[src/rtl/i2c_chan_switch_pkg.sv]
// Package: shared constants and the protocol state type for the switch target.
// Assumes: one data byte per transfer unit (I2C byte framing).
package i2c_chan_switch_pkg;
    localparam int BYTE_W = 8;

    typedef enum logic [2:0] {
        S_IDLE,   // no transfer
        S_ADDR,   // shifting in address byte
        S_AACK,   // driving address acknowledge
        S_WDATA,  // shifting in write data
        S_WACK,   // driving data acknowledge
        S_RDATA,  // shifting out read data
        S_RACK,   // sampling master acknowledge
        S_SKIP    // not addressed; wait for start/stop
    } bus_state_t;
endpackage

[src/rtl/i2c_line_filter.sv]
// Module: synchronizes one bus line and rejects pulses shorter than
// FILT_CYCLES clocks. Assumes: bus lines idle high.
module i2c_line_filter #(
    parameter int FILT_CYCLES = 10
) (
    input  logic clk,
    input  logic rst_n,
    input  logic line_i,
    output logic line_o
);
    localparam int CNT_W = $clog2(FILT_CYCLES + 1);

    logic [1:0]       sync_q;
    logic [CNT_W-1:0] cnt_q;

    // Two-stage synchronizer into the clock domain
    always_ff @(posedge clk) begin
        if (!rst_n) sync_q <= 2'b11;
        else        sync_q <= {sync_q[0], line_i};
    end

    // Accept a new level only after it has held for FILT_CYCLES clocks
    always_ff @(posedge clk) begin
        if (!rst_n) begin
            cnt_q  <= '0;
            line_o <= 1'b1;
        end else if (sync_q[1] == line_o) begin
            cnt_q <= '0;
        end else if (cnt_q == CNT_W'(FILT_CYCLES - 1)) begin
            cnt_q  <= '0;
            line_o <= sync_q[1];
        end else begin
            cnt_q <= cnt_q + CNT_W'(1);
        end
    end

    // the filtered level only moves toward the synchronized input
    a_r8_filter_follows: assert property (@(posedge clk) disable iff (!rst_n)
        $past(rst_n) && !$stable(line_o) |-> line_o == $past(sync_q[1]));
endmodule

[src/rtl/i2c_target_fsm.sv]
// Module: bus condition decode and byte-level protocol engine.
// Assumes filtered, synchronous SCL/SDA; issues a one-cycle write strobe
// when a data byte has been received and acknowledged.
module i2c_target_fsm
    import i2c_chan_switch_pkg::*;
(
    input  logic              clk,
    input  logic              rst_n,
    input  logic              scl_f,
    input  logic              sda_f,
    input  logic [6:0]        own_addr,
    input  logic [BYTE_W-1:0] rd_data,
    output logic              sda_pull,
    output logic              wr_en,
    output logic [BYTE_W-1:0] wr_data
);
    bus_state_t        state;
    logic              scl_d, sda_d;
    logic [2:0]        bit_cnt;
    logic              full;
    logic              rw;
    logic              nack;
    logic [BYTE_W-1:0] rx_sh;
    logic [BYTE_W-1:0] tx_sh;
    logic              scl_rise, scl_fall, start_c, stop_c;

    // Previous filtered levels for edge and condition detection
    always_ff @(posedge clk) begin
        if (!rst_n) begin
            scl_d <= 1'b1;
            sda_d <= 1'b1;
        end else begin
            scl_d <= scl_f;
            sda_d <= sda_f;
        end
    end

    // Edge and bus-condition decode
    always_comb begin
        scl_rise = scl_f & ~scl_d;
        scl_fall = ~scl_f & scl_d;
        start_c  = scl_f & scl_d & sda_d & ~sda_f;
        stop_c   = scl_f & scl_d & ~sda_d & sda_f;
    end

    // Protocol sequencing: address, acknowledge, data in and data out
    always_ff @(posedge clk) begin
        if (!rst_n) begin
            state    <= S_IDLE;
            bit_cnt  <= '0;
            full     <= 1'b0;
            rw       <= 1'b0;
            nack     <= 1'b0;
            rx_sh    <= '0;
            tx_sh    <= '0;
            sda_pull <= 1'b0;
            wr_en    <= 1'b0;
            wr_data  <= '0;
        end else begin
            wr_en <= 1'b0;
            if (start_c) begin
                state    <= S_ADDR;
                bit_cnt  <= '0;
                full     <= 1'b0;
                sda_pull <= 1'b0;
            end else if (stop_c) begin
                state    <= S_IDLE;
                full     <= 1'b0;
                sda_pull <= 1'b0;
            end else begin
                case (state)
                    S_ADDR, S_WDATA: begin
                        if (scl_rise) begin
                            rx_sh   <= {rx_sh[BYTE_W-2:0], sda_f};
                            bit_cnt <= bit_cnt + 3'd1;
                            full    <= (bit_cnt == 3'd7);
                        end else if (scl_fall && full) begin
                            full    <= 1'b0;
                            bit_cnt <= '0;
                            if (state == S_ADDR) begin
                                if (rx_sh[7:1] == own_addr) begin
                                    state    <= S_AACK;
                                    sda_pull <= 1'b1;
                                    rw       <= rx_sh[0];
                                end else begin
                                    state <= S_SKIP;
                                end
                            end else begin
                                state    <= S_WACK;
                                sda_pull <= 1'b1;
                                wr_en    <= 1'b1;
                                wr_data  <= rx_sh;
                            end
                        end
                    end
                    S_AACK: begin
                        if (scl_fall) begin
                            if (rw) begin
                                state    <= S_RDATA;
                                tx_sh    <= rd_data;
                                sda_pull <= ~rd_data[BYTE_W-1];
                            end else begin
                                state    <= S_WDATA;
                                sda_pull <= 1'b0;
                            end
                        end
                    end
                    S_WACK: begin
                        if (scl_fall) begin
                            state    <= S_WDATA;
                            sda_pull <= 1'b0;
                        end
                    end
                    S_RDATA: begin
                        if (scl_rise) begin
                            bit_cnt <= bit_cnt + 3'd1;
                            full    <= (bit_cnt == 3'd7);
                        end else if (scl_fall) begin
                            if (full) begin
                                full     <= 1'b0;
                                bit_cnt  <= '0;
                                sda_pull <= 1'b0;
                                state    <= S_RACK;
                            end else begin
                                tx_sh    <= {tx_sh[BYTE_W-2:0], 1'b0};
                                sda_pull <= ~tx_sh[BYTE_W-2];
                            end
                        end
                    end
                    S_RACK: begin
                        if (scl_rise) begin
                            nack <= sda_f;
                        end else if (scl_fall) begin
                            if (nack) begin
                                state <= S_SKIP;
                            end else begin
                                state    <= S_RDATA;
                                tx_sh    <= rd_data;
                                sda_pull <= ~rd_data[BYTE_W-1];
                            end
                        end
                    end
                    default: ;
                endcase
            end
        end
    end

    // no pull-down while idle
    a_r10_idle_released: assert property (@(posedge clk) disable iff (!rst_n)
        state == S_IDLE |-> !sda_pull);
    // no pull-down while ignoring the bus
    a_r3_skip_silent: assert property (@(posedge clk) disable iff (!rst_n)
        state == S_SKIP |-> !sda_pull);
    // a write strobe only accompanies the data acknowledge
    a_r4_write_in_ack: assert property (@(posedge clk) disable iff (!rst_n)
        wr_en |-> state == S_WACK && sda_pull);
    // the master acknowledge slot is never driven
    a_r6_rack_released: assert property (@(posedge clk) disable iff (!rst_n)
        state == S_RACK |-> !sda_pull);
endmodule

[src/rtl/i2c_chan_switch.sv]
// Module: top of the addressed switch-control target. Filters both bus
// lines, runs the protocol engine and holds the switch word.
// Assumes: addr_sel is a static strap and needs no synchronizer.
module i2c_chan_switch #(
    parameter logic [4:0] ADDR_HI     = 5'b10010,
    parameter int         FILT_CYCLES = 10
) (
    input  logic       clk,
    input  logic       rst_n,
    input  logic       scl_i,
    input  logic       sda_i,
    output logic       sda_pull_o,
    input  logic [1:0] addr_sel,
    output logic [7:0] sw_o
);
    import i2c_chan_switch_pkg::*;

    localparam int N_LINES = 2;

    logic [N_LINES-1:0] raw_lines;
    logic [N_LINES-1:0] filt_lines;
    logic               wr_en;
    logic [BYTE_W-1:0]  wr_data;
    logic [BYTE_W-1:0]  sw_q;

    assign raw_lines = {sda_i, scl_i};

    // One glitch filter per bus line
    for (genvar g = 0; g < N_LINES; g++) begin : g_filt
        i2c_line_filter #(.FILT_CYCLES(FILT_CYCLES)) filt_i (
            .clk    (clk),
            .rst_n  (rst_n),
            .line_i (raw_lines[g]),
            .line_o (filt_lines[g])
        );
    end

    i2c_target_fsm fsm_i (
        .clk      (clk),
        .rst_n    (rst_n),
        .scl_f    (filt_lines[0]),
        .sda_f    (filt_lines[1]),
        .own_addr ({ADDR_HI, addr_sel}),
        .rd_data  (sw_q),
        .sda_pull (sda_pull_o),
        .wr_en    (wr_en),
        .wr_data  (wr_data)
    );

    // Switch word register, loaded by acknowledged write bytes
    always_ff @(posedge clk) begin
        if (!rst_n)     sw_q <= '0;
        else if (wr_en) sw_q <= wr_data;
    end

    assign sw_o = sw_q;

    // switches are off right after reset
    a_r1_reset_clear: assert property (@(posedge clk) disable iff (!rst_n)
        $rose(rst_n) |-> sw_o == '0 && !sda_pull_o);
    // the switch word changes only through a write strobe
    a_r9_change_by_write: assert property (@(posedge clk) disable iff (!rst_n)
        $past(rst_n) && !$stable(sw_q) |-> $past(wr_en));
endmodule

[config.mk]
export PLATFORM = sky130hd
export DESIGN_NAME = i2c_chan_switch
export DESIGN_NICKNAME = d
export VERILOG_FILES = /design/src/rtl/i2c_chan_switch_pkg.sv /design/src/rtl/i2c_line_filter.sv /design/src/rtl/i2c_target_fsm.sv /design/src/rtl/i2c_chan_switch.sv
export SDC_FILE = /design/constraint.sdc
export NUM_CORES = 1
export LEC_CHECK = 0
export ABC_AREA = 0
export ABC_CLOCK_PERIOD_IN_PS = 2500
export BUFFER_PORTS_ARGS = -buffer_cell sky130_fd_sc_hd__buf_4
export CAP_MARGIN = 20
export CELL_PAD_IN_SITES_DETAIL_PLACEMENT = 0
export CELL_PAD_IN_SITES_GLOBAL_PLACEMENT = 1
export CORE_MARGIN = 1
export CORE_UTILIZATION = 50
export CTS_BUF_LIST = sky130_fd_sc_hd__clkbuf_4 sky130_fd_sc_hd__clkbuf_8 sky130_fd_sc_hd__clkbuf_16
export DETAILED_ROUTE_END_ITERATION = 10
export PLACE_DENSITY = 0.91
export SLEW_MARGIN = 15
export SYNTH_ARGS = -nofsm -noshare
export SYNTH_HDL_FRONTEND = slang
export SYNTH_SLANG_ARGS = --single-unit
[constraint.sdc]
create_clock -name clk -period 2.5 [get_ports clk]
set_input_delay 0.25 -clock clk [delete_from_list [all_inputs] [get_ports clk]]
set_output_delay 0.25 -clock clk [all_outputs]
set_load 0.005 [all_outputs]
==> metrics.cfg, run 1 <==
[sta]
finClkSkew_ps=7.997
fin_hold_ws_ps=107.4
slew_headroom_pct=66.39
tightest_slew_ps=503.1
finalHoldViolCount=0
setup_tns_ps=0
slew_violations=0
min_period_ps=1925
fmax_mhz=519.4
rsz0062_at_grt=no
finalSetupViolations=0
finalCritPeriodShare_pct=77.02

[clock_network]
clock_latency_ps=330
cts_root_buf=clkbuf_8
post_cts_resized=0
cts.hold.buffers_added=0
path_clk_slew_ps=70
cts_buffers=9
cts_tree=yes
h-tree-depth=3
cts.sinks=58
clockBufferDepth=2
postCtsSetupRepairBufs=0

[synth]
netlist_area_sq_um=2544
synth.distinct_cells=43
yosys.area.top_type=dfxtp_1
synth.top_cell.area_share_pct=45.65
synth_top_family_by_area=simple AND/OR/NAND/NOR gates
yosysSeqAreaShare_pct=45.65
synth_adder_area_share_pct=2.951
synth-simple-area-share_pct=21.74
synth_compound_area_share_pct=11.90
syn-num-nets=288
yosysWarnings=0
synth_area_leaders=dfxtp_1, mux2i_1, nor2_1
avgSynthCellArea_sq_um=9.216
synth_cells=276
synth_mux_area_share_pct=10.62
synth_edf_count=0
ys_ff_latch=58
synth_xor_area_share_pct=2.755
async_reset_ff_share_pct=0
synthFlopType=dfxtp_1

[floorplanning]
ios=15
die_w_um=73.33
core_area_sq_um=4817
dieArea_sq_um=5377
rows=25
die_h_um=73.33
start_util_pct=52.81

[global_routing]
grt_pass1_vias=1639
globalRouteOverflowTotal=0
antenna_found_initial=0
grt_pass1_wl_um=7472
grt_max_degree=34
grt_usage_pct=18.85

[critical_path]
path_cells=nand3b_4 -> or2_4 -> a21oi_4 -> mux2i_1 -> nor2_1
crit_buf_inv=0
critical-path-top-delay-family=flip-flops
critPathLaunchType=flop
criticalPathCategory=flop to flop
cpMaxStageDelayCell=dfxtp_1
worstPathRequired_ps=2710
slowest_delay_ps=610
crit_fanout=14
arrival_ps=2140
end_kind=flop

[pwr]
intPower_w=0.001463
vdd_drop_max_v=0.0004775
p_sw_share_pct=20.24
power_w=0.001834
comb_power_share_pct=1.6
seqPwrFrac_pct=50.7
p_clk_share_pct=47.7
powerDensity_nw_per_um2=639.4
p_switching_w=0.0003711
p_leak_nw=1.130

[finish]
nets=301
final_layout_size_suffix_gt1_share_pct=15.65
diodes=0
synthToLayoutAreaGrowth_pct=12.74
nFillCells=479
final_core_util_pct=59.53

[routing]
vias=1838
drt_iter0_drc=96
drtPass1Iterations=4
viasPerCell=5.091
drt_wl_total_um=4426
drtAntennaViolNets=0
drc=0
routedWlPerCell_um=12.26

[status]
outcome=finished, final reports clean

[placed_design]
gp_congestion=0.8222
dp_hpwl_um=3147
io_buffers=14

[flow_run]
cap_viol_max_count=0

[min_path]
min-delay-path-class=input pin to flop

cells in the final DEF, fill, tap and decap left out, drive strengths merged:
| cell | instances |
|---|---|
| a21boi | 1 |
| a221oi | 1 |
| o21ai | 9 |
| clkbuf | 12 |
| clkinvlp | 2 |
| or2 | 2 |
| xor2 | 6 |
| dfxtp | 58 |
| ha | 6 |
| nor4 | 1 |
| nor3b | 1 |
| a41o | 1 |
| mux2i | 27 |
| nand3b | 3 |
| a21o | 1 |
| inv | 7 |
| a2111oi | 1 |
| xnor2 | 2 |
| nor3 | 2 |
| a211oi | 9 |
| nand2 | 31 |
| o21a | 1 |
| clkinv | 2 |
| and2 | 4 |
| nor2b | 6 |
| and3 | 1 |
| a22oi | 2 |
| a31o | 1 |
| buf | 15 |
| nor2 | 42 |
| nand4 | 1 |
| nand3 | 8 |
| nand4bb | 1 |
| o22ai | 1 |
| nand2b | 10 |
| a21oi | 15 |
| bufinv | 1 |
cells by family (layout without fill, tap and decap cells):
logic type                 count (synthesis)  in the layout
AOI/OAI and AO/OA                         43             43
xor gates and xnor gates                   8              8
adders and majority gates                  6              6
buffers and inverters                     21             39
DFF                                       58             58
muxes                                     27             27
and+or+nand+nor                          113            113
sequential cells by signal (all words and copies together) (netlist names), 2 cells and up:
signal,count
g_filt.filt_i.line_o,2
g_filt.filt_i.sync_q,4
fsm_i.wr_data,8
fsm_i.tx_sh,7
sw_o,8
fsm_i.rx_sh,8
fsm_i.state,3
fsm_i.bit_cnt,3
g_filt.filt_i.cnt_q,8
power by group through the flow:
stage | clock, W | sequential [W] | combinational [W]
global route | 0.000945 | 0.000930 | 0.0000320
CTS | 0.000900 | 0.000930 | 0.0000297
global placement | 0 | 0.000951 | 0.0000296
detailed placement | 0 | 0.000951 | 0.0000297
floorplan | 0 | 0.000950 | 0.0000182
finish | 0.000874 | 0.000930 | 0.0000291
layout make-up:
cell class / count / area, sq um / area share, %
inverters: 8 / 30.03 / 1.047
repair buffers: 15 / 112.6 / 3.927
well taps: 67 / 83.83 / 2.923
flip-flops and latches: 58 / 1161 / 40.49
clock inverters: 4 / 50.05 / 1.745
clock buffers: 12 / 158.9 / 5.541
multi-input cells: 197 / 1271 / 44.33
final timing paths:
path | cells after the start | from | endpoint | slack [ps]
max | 5 | fsm_i.state[2]$_SDFFE_PP0P_ | fsm_i.tx_sh[0]$_SDFFE_PN0P_ | 570
min | 2 | scl_i | g_filt[0].filt_i.sync_q[0]$_SDFF_PN1_ | 110
max reg2reg | 5 | fsm_i.state[2]$_SDFFE_PP0P_ | fsm_i.tx_sh[0]$_SDFFE_PN0P_ | 570
min reg2reg | 1 | g_filt[1].filt_i.sync_q[0]$_SDFF_PN1_ | g_filt[1].filt_i.sync_q[1]$_SDFF_PN1_ | 410
stage by stage:
step	cell area (sq um)	setup WS, ps	cells
finish	2868	574.6	361
detailed placement	2659	559.2	345
CTS	2868	543.2	361
floorplan	2544	971.2	276
global route	2868	380.0	361
global placement	2659	615.3	345
Yosys cell counts, drive strengths merged (2+ instances only):
master	number
nand2b	10
a21oi	15
buf	7
inv	7
nor2b	6
xnor2	2
ha	6
nand3	8
clkbuf	6
and2	4
mux2i	27
o21ai	9
nor3	2
nand2	31
dfxtp	58
nor2	42
nand3b	3
or2	2
xor2	6
a22oi	2
a211oi	9
layer usage:
metal	share of wire [%]	up-vias	GRT usage [%]
met4	2.1	0	11.54
met5	0	-	0
met1	51	843	24.33
met3	3.4	8	5.487
li1	-	963	-
met2	44	24	27.78
(Power assumes the default switching activity.)
==> run 2, diff against run 1 <==
ABC_CLOCK_PERIOD_IN_PS = 1800   (was 2500)
CORE_UTILIZATION = 46   (was 50)
PLACE_DENSITY = 0.85   (was 0.91)
clock period = 1.8 ns   (was 2.5 ns; I/O delays follow)
==> run 2 against run 1 <==
Net effect: sequential share of layout area is 1.8 points lower; die area rose by 8.4%; global-route usage shrank 0.85 points; clock power is 51% higher; count of clock-buffer cells in the layout down 1; setup slack got worse by 400 ps; cell count increased by 4.2%; routed wire length is 7.0% higher; fmax grew 18%; first-iteration DRC count up 27%.
==> metrics.cfg, run 2 (same netlist as run 1, synthesis figures left out) <==
[finish]
final_layout_size_suffix_gt1_share_pct=19.93  ; was 15.65%
synthToLayoutAreaGrowth_pct=18.10  ; was 12.74%
final_common_cell=dfxtp_1  ; unchanged
nets=313  ; was 301
diodes=0  ; unchanged
nFillCells=481  ; was 479
stdcell_count=376  ; was 361
mostFrequentLayoutCells=dfxtp_1, nor2_1, nand2_1  ; unchanged

[critical_path]
end_kind=flop  ; unchanged
rr_startpoint=fsm_i.scl_d$_SDFF_PN1_  ; was fsm_i.state[2]$_SDFFE_PP0P_
critPathLaunch=fsm_i.scl_d$_SDFF_PN1_  ; was fsm_i.state[2]$_SDFFE_PP0P_
criticalPathCategory=flop to flop  ; unchanged
crit_fanout=9  ; was 14
crit_end=fsm_i.wr_data[3]$_SDFFE_PN0P_  ; was fsm_i.tx_sh[0]$_SDFFE_PN0P_
reg2regPathDepth=6  ; was 5
r2r_end=fsm_i.wr_data[3]$_SDFFE_PN0P_  ; was fsm_i.tx_sh[0]$_SDFFE_PN0P_
arrival_ps=1840  ; was 2140 ps
r2r_slack_ps=170  ; was 570 ps
critPathLaunchType=flop  ; unchanged
worstPathRequired_ps=2020  ; was 2710 ps

[sta]
slew_violations=0  ; unchanged
setup_tns_ps=0  ; unchanged
fin_hold_ws_ps=33.07  ; was 107.4 ps
tightest_slew_ps=447.7  ; was 503.1 ps
finalHoldViolCount=0  ; unchanged
finalCritPeriodShare_pct=90.33  ; was 77.02%
fmax_mhz=615.0  ; was 519.4 MHz
finalSetupViolations=0  ; unchanged
worst_slack_ps=174.1  ; was 574.6 ps
min_period_ps=1626  ; was 1925 ps
slew_headroom_pct=70.11  ; was 66.39%
rsz0062_at_grt=no  ; unchanged
finClkSkew_ps=7.194  ; was 7.997 ps

[routing]
drtPass1Iterations=4  ; unchanged
vias=1893  ; was 1838
drtAntennaViolNets=0  ; unchanged
viasPerCell=5.035  ; was 5.091
drt_wl_total_um=4737  ; was 4426 um
drt_iter0_drc=122  ; was 96
routedWlPerCell_um=12.60  ; was 12.26 um
drc=0  ; unchanged

[clock_network]
clockBufferDepth=2  ; unchanged
cts_buffers=9  ; unchanged
cts.hold.buffers_added=0  ; unchanged
h-tree-depth=3  ; unchanged
clock_latency_ps=330  ; about the same
cts_tree=yes  ; unchanged
cts.sinks=58  ; unchanged
cts_root_buf=clkbuf_8  ; unchanged
path_clk_slew_ps=60  ; was 70 ps

[global_routing]
grt_usage_pct=18.00  ; was 18.85%
grt_pass1_vias=1746  ; was 1639
grt_pass1_wl_um=8252  ; was 7472 um
globalRouteOverflowTotal=0  ; unchanged
antenna_found_initial=0  ; unchanged
grt_max_degree=27  ; was 34

[floorplanning]
rows=26  ; was 25
die_w_um=76.36  ; was 73.33 um
ios=15  ; unchanged
die_h_um=76.36  ; was 73.33 um
dieArea_sq_um=5831  ; was 5377 sq um
core_area_sq_um=5205  ; was 4817 sq um
start_util_pct=48.87  ; was 52.81%

[flow_run]
cap_viol_max_count=0  ; unchanged

[placed_design]
gp_congestion=0.8803  ; was 0.8222
place_inst=359  ; was 345
io_buffers=14  ; unchanged
place_ws_ps=71.12  ; was 559.2 ps
dp_hpwl_um=3359  ; was 3147 um

[pwr]
p_switching_w=0.0005403  ; was 0.0003711 W
seqPwrFrac_pct=48.6  ; was 50.7%
vdd_drop_max_v=0.0006959  ; was 0.0004775 V
intPower_w=0.002116  ; was 0.001463 W
p_sw_share_pct=20.34  ; was 20.24%
comb_power_share_pct=1.7  ; was 1.6%
p_leak_nw=1.214  ; was 1.130 nW
p_clk_share_pct=49.6  ; was 47.7%
powerDensity_nw_per_um2=884.3  ; was 639.4 nW/um^2

[status]
outcome=finished, final reports clean  ; unchanged

[min_path]
min-delay-path-class=input pin to flop  ; unchanged

-- run 2: cell types whose count changed in the layout (fill, tap and decap cells not counted), moves of 2 or more --
cell,previous run,this run
clkinvlp_4,2,0
buf_4,15,25
dfxtp_1,58,56
buf_12,0,2
dfxtp_2,0,2
clkbuf_8,11,9
-- run 2: cell type report --
type / instances / area [sq um] / area share (%)
repair buffers: 27 / 227.7 / 7.580
inverters: 8 / 30.03 / 0.9996
well taps: 70 / 87.58 / 2.915
clock buffers: 11 / 138.9 / 4.623
flip-flops and latches: 58 / 1164 / 38.73
clock inverters: 5 / 78.83 / 2.624
multi-input cells: 197 / 1277 / 42.52
-- run 2: layer usage --
layer	track usage (%)	wire (um)	vias up	share of wire (%)
met2	26.67	2099	26	44
met4	7.500	56	0	1.2
met3	5.749	191	5	4.0
met1	24.09	2389	883	50
li1	-	-	979	-
met5	0	0	-	0
-- run 2: what timing repair did --
item,4_1_cts,5_1_grt
resized for setup,0,4
endpoints found under the setup margin,0,7
buffers inserted,0,1
-- run 2: worst min path at each step --
stage          slack [ps]   from  depth (start not counted)                                     to
2_1_floorplan         250  rst_n                          1  g_filt[1].filt_i.sync_q[1]$_SDFF_PN1_
3_3_place_gp          370  scl_i                          2  g_filt[0].filt_i.sync_q[0]$_SDFF_PN1_
3_5_place_dp          370  scl_i                          2  g_filt[0].filt_i.sync_q[0]$_SDFF_PN1_
4_1_cts                20  scl_i                          2  g_filt[0].filt_i.sync_q[0]$_SDFF_PN1_
5_1_grt                20  scl_i                          2  g_filt[0].filt_i.sync_q[0]$_SDFF_PN1_
6_report               30  scl_i                          2  g_filt[0].filt_i.sync_q[0]$_SDFF_PN1_
-- run 2: stage by stage --
stage	utilization [%]	cell area [sq um]	power, W
3_5_place_dp	52.98	2758	0.001368
2_1_floorplan	-	2544	0.001345
3_3_place_gp	52.98	2758	0.001367
5_1_grt	57.72	3004	0.002742
6_report	57.72	3004	0.002657
4_1_cts	57.16	2975	0.002683
-- run 2: power groups by stage --
stage	combinational (W)	sequential (W)	clock, W
floorplan	0.0000253	0.00132	0
global placement	0.0000464	0.00132	0
detailed placement	0.0000473	0.00132	0
CTS	0.0000472	0.00129	0.00134
global route	0.0000510	0.00129	0.00140
finish	0.0000465	0.00129	0.00132
-- run 2: worst max-delay path, stage by stage (launching register included) --
cell and delay, ps:
dfxtp_1 440, nor2b_1 250, and2_1 210, and3_1 170
buf_4 190, mux2i_1 200, nor2_1 60
==> run 3, diff against run 2 <==
RECOVER_POWER = 100   (was default)
==> run 3 against run 2 <==
Net effect: sequential share of layout area is 0.28 points higher; sequential cell count did not move; clock skew decreased by 0.98 ps; non-clock buffer count did not move; routed wire length rose by 0.63%; global-route usage unchanged; fmax decreased by 0.15%; sequential power about the same; clock power about the same; count of clock-buffer cells in the layout stayed put; critical path type unchanged; critical endpoint is now fsm_i.tx_sh[2]$_SDFFE_PN0P_; largest cell class unchanged; largest power group unchanged.
==> metrics.cfg, run 3 (same netlist as run 1, synthesis figures left out) <==
[pwr]
comb_power_share_pct=1.7  ; about the same
intPower_w=0.002115  ; was 0.002116 W
p_leak_nw=1.195  ; was 1.214 nW
p_sw_share_pct=20.20  ; was 20.34%
seqPwrFrac_pct=48.7  ; was 48.6%
p_switching_w=0.0005357  ; was 0.0005403 W
powerDensity_nw_per_um2=888.8  ; was 884.3 nW/um^2
vdd_drop_max_v=0.0006951  ; was 0.0006959 V
p_clk_share_pct=49.6  ; about the same

[clock_network]
path_clk_slew_ps=70  ; was 60 ps
clock_latency_ps=330  ; about the same
cts_tree=yes  ; unchanged
cts.hold.buffers_added=0  ; unchanged
h-tree-depth=3  ; unchanged
cts.sinks=58  ; unchanged
clockBufferDepth=2  ; unchanged
cts_root_buf=clkbuf_8  ; unchanged
cts_buffers=9  ; unchanged

[critical_path]
critical-path-top-delay-family=compound AO/OA/AOI/OAI gates  ; was simple AND/OR/NAND/NOR gates
cpMaxStageDelayCell=dfxtp_1  ; unchanged
critPathLaunchType=flop  ; unchanged
path_cells=nor2b_1 -> o21ai_0 -> a21oi_4 -> buf_12 -> nor2_2 -> a211oi_1  ; was nor2b_1 -> and2_1 -> and3_1 -> buf_4 -> mux2i_1 -> nor2_1
criticalPathCategory=flop to flop  ; unchanged
end_kind=flop  ; unchanged
crit_buf_inv=1  ; unchanged
crit_fanout=12  ; was 9
arrival_ps=1860  ; was 1840 ps
worstPathRequired_ps=2030  ; was 2020 ps
slowest_delay_ps=500  ; was 440 ps

[floorplanning]
ios=15  ; unchanged
rows=26  ; unchanged
die_w_um=76.36  ; unchanged
dieArea_sq_um=5831  ; unchanged
core_area_sq_um=5205  ; unchanged
die_h_um=76.36  ; unchanged
start_util_pct=48.87  ; unchanged

[routing]
viasPerCell=5.096  ; was 5.035
drc=0  ; unchanged
routedWlPerCell_um=12.68  ; was 12.60 um
drt_wl_total_um=4767  ; was 4737 um
drt_iter0_drc=134  ; was 122
drtPass1Iterations=4  ; unchanged
vias=1916  ; was 1893
drtAntennaViolNets=0  ; unchanged

[sta]
min_period_ps=1628  ; was 1626 ps
finClkSkew_ps=6.213  ; was 7.194 ps
fmax_mhz=614.1  ; was 615.0 MHz
finalSetupViolations=0  ; unchanged
finalHoldViolCount=0  ; unchanged
setup_tns_ps=0  ; unchanged
fin_hold_ws_ps=35.37  ; was 33.07 ps
tightest_slew_ps=548.2  ; was 447.7 ps
slew_violations=0  ; unchanged
rsz0062_at_grt=no  ; unchanged
slew_headroom_pct=63.45  ; was 70.11%
finalCritPeriodShare_pct=90.46  ; was 90.33%

[placed_design]
gp_congestion=0.8803  ; unchanged
place_inst=359  ; unchanged
dp_hpwl_um=3359  ; unchanged
io_buffers=14  ; unchanged

[finish]
synthToLayoutAreaGrowth_pct=17.27  ; was 18.10%
mostFrequentLayoutCells=dfxtp_1, nor2_1, nand2_1  ; unchanged
final_common_cell=dfxtp_1  ; unchanged
nets=313  ; unchanged
diodes=0  ; unchanged
final_layout_size_suffix_gt1_share_pct=18.30  ; was 19.93%
stdcell_count=376  ; unchanged
nFillCells=486  ; was 481

[min_path]
min-delay-path-class=input pin to flop  ; unchanged

[global_routing]
globalRouteOverflowTotal=0  ; unchanged
grt_pass1_wl_um=8252  ; unchanged
antenna_found_initial=0  ; unchanged
grt_max_degree=27  ; unchanged
grt_usage_pct=18.00  ; unchanged
grt_pass1_vias=1746  ; unchanged

[status]
outcome=finished, final reports clean  ; unchanged

[flow_run]
cap_viol_max_count=0  ; unchanged

run 3: changes by cell type in the layout (fill, tap and decap cells not counted), sizes merged:
| cell | delta |
|---|---|
| buf | -13 |
| clkbuf | +13 |
run 3: area by class of cell:
class	instances	area (sq um)	share of cell area, %
clock inverter	5	78.83	2.643
inverter	8	30.03	1.007
multi-input combinational	197	1267	42.49
tap	70	87.58	2.936
timing repair buffer	27	216.5	7.257
clock buffer	11	138.9	4.656
sequential	58	1164	39.01
run 3: timing repair:
item                       in CTS  in global routing
setup buffers                   0                  1
setup endpoints to repair       0                  7
gates resized for setup         0                  4
hold endpoints to repair        0                  0
run 3: worst paths after layout:
path / startpoint / to / slack, ps / cells after the start
min reg2reg: g_filt[0].filt_i.sync_q[0]$_SDFF_PN1_ / g_filt[0].filt_i.sync_q[1]$_SDFF_PN1_ / 410 / 1
max: fsm_i.state[1]$_SDFFE_PP0P_ / fsm_i.tx_sh[2]$_SDFFE_PN0P_ / 170 / 6
min: scl_i / g_filt[0].filt_i.sync_q[0]$_SDFF_PN1_ / 40 / 2
max reg2reg: fsm_i.state[1]$_SDFFE_PP0P_ / fsm_i.tx_sh[2]$_SDFFE_PN0P_ / 170 / 6
run 3: power by group through the flow:
stage,logic (W),registers (W),clock network [W]
after floorplan,0.0000253,0.00132,0
final,0.0000449,0.00129,0.00131
after global placement,0.0000464,0.00132,0
after detailed placement,0.0000473,0.00132,0
after global routing,0.0000496,0.00129,0.00140
after CTS,0.0000472,0.00129,0.00134
run 3: per-layer routing:
metal | global-route usage, % | vias up | wire [um]
met3 | 5.749 | 4 | 154
met2 | 26.67 | 29 | 2154
met4 | 7.500 | 0 | 55
li1 | - | 981 | -
met5 | 0 | - | 0
met1 | 24.09 | 902 | 2402
run 3: metrics by stage:
stage / setup slack (ps) / util (%) / power [W] / instance area, sq um
3_5_place_dp: 71.12 / 52.98 / 0.001368 / 2758
4_1_cts: 65.03 / 57.16 / 0.002683 / 2975
5_1_grt: 4.674 / 57.31 / 0.002741 / 2983
3_3_place_gp: 70.00 / 52.98 / 0.001367 / 2758
6_report: 171.7 / 57.31 / 0.002651 / 2983
2_1_floorplan: 271.2 / - / 0.001345 / 2544
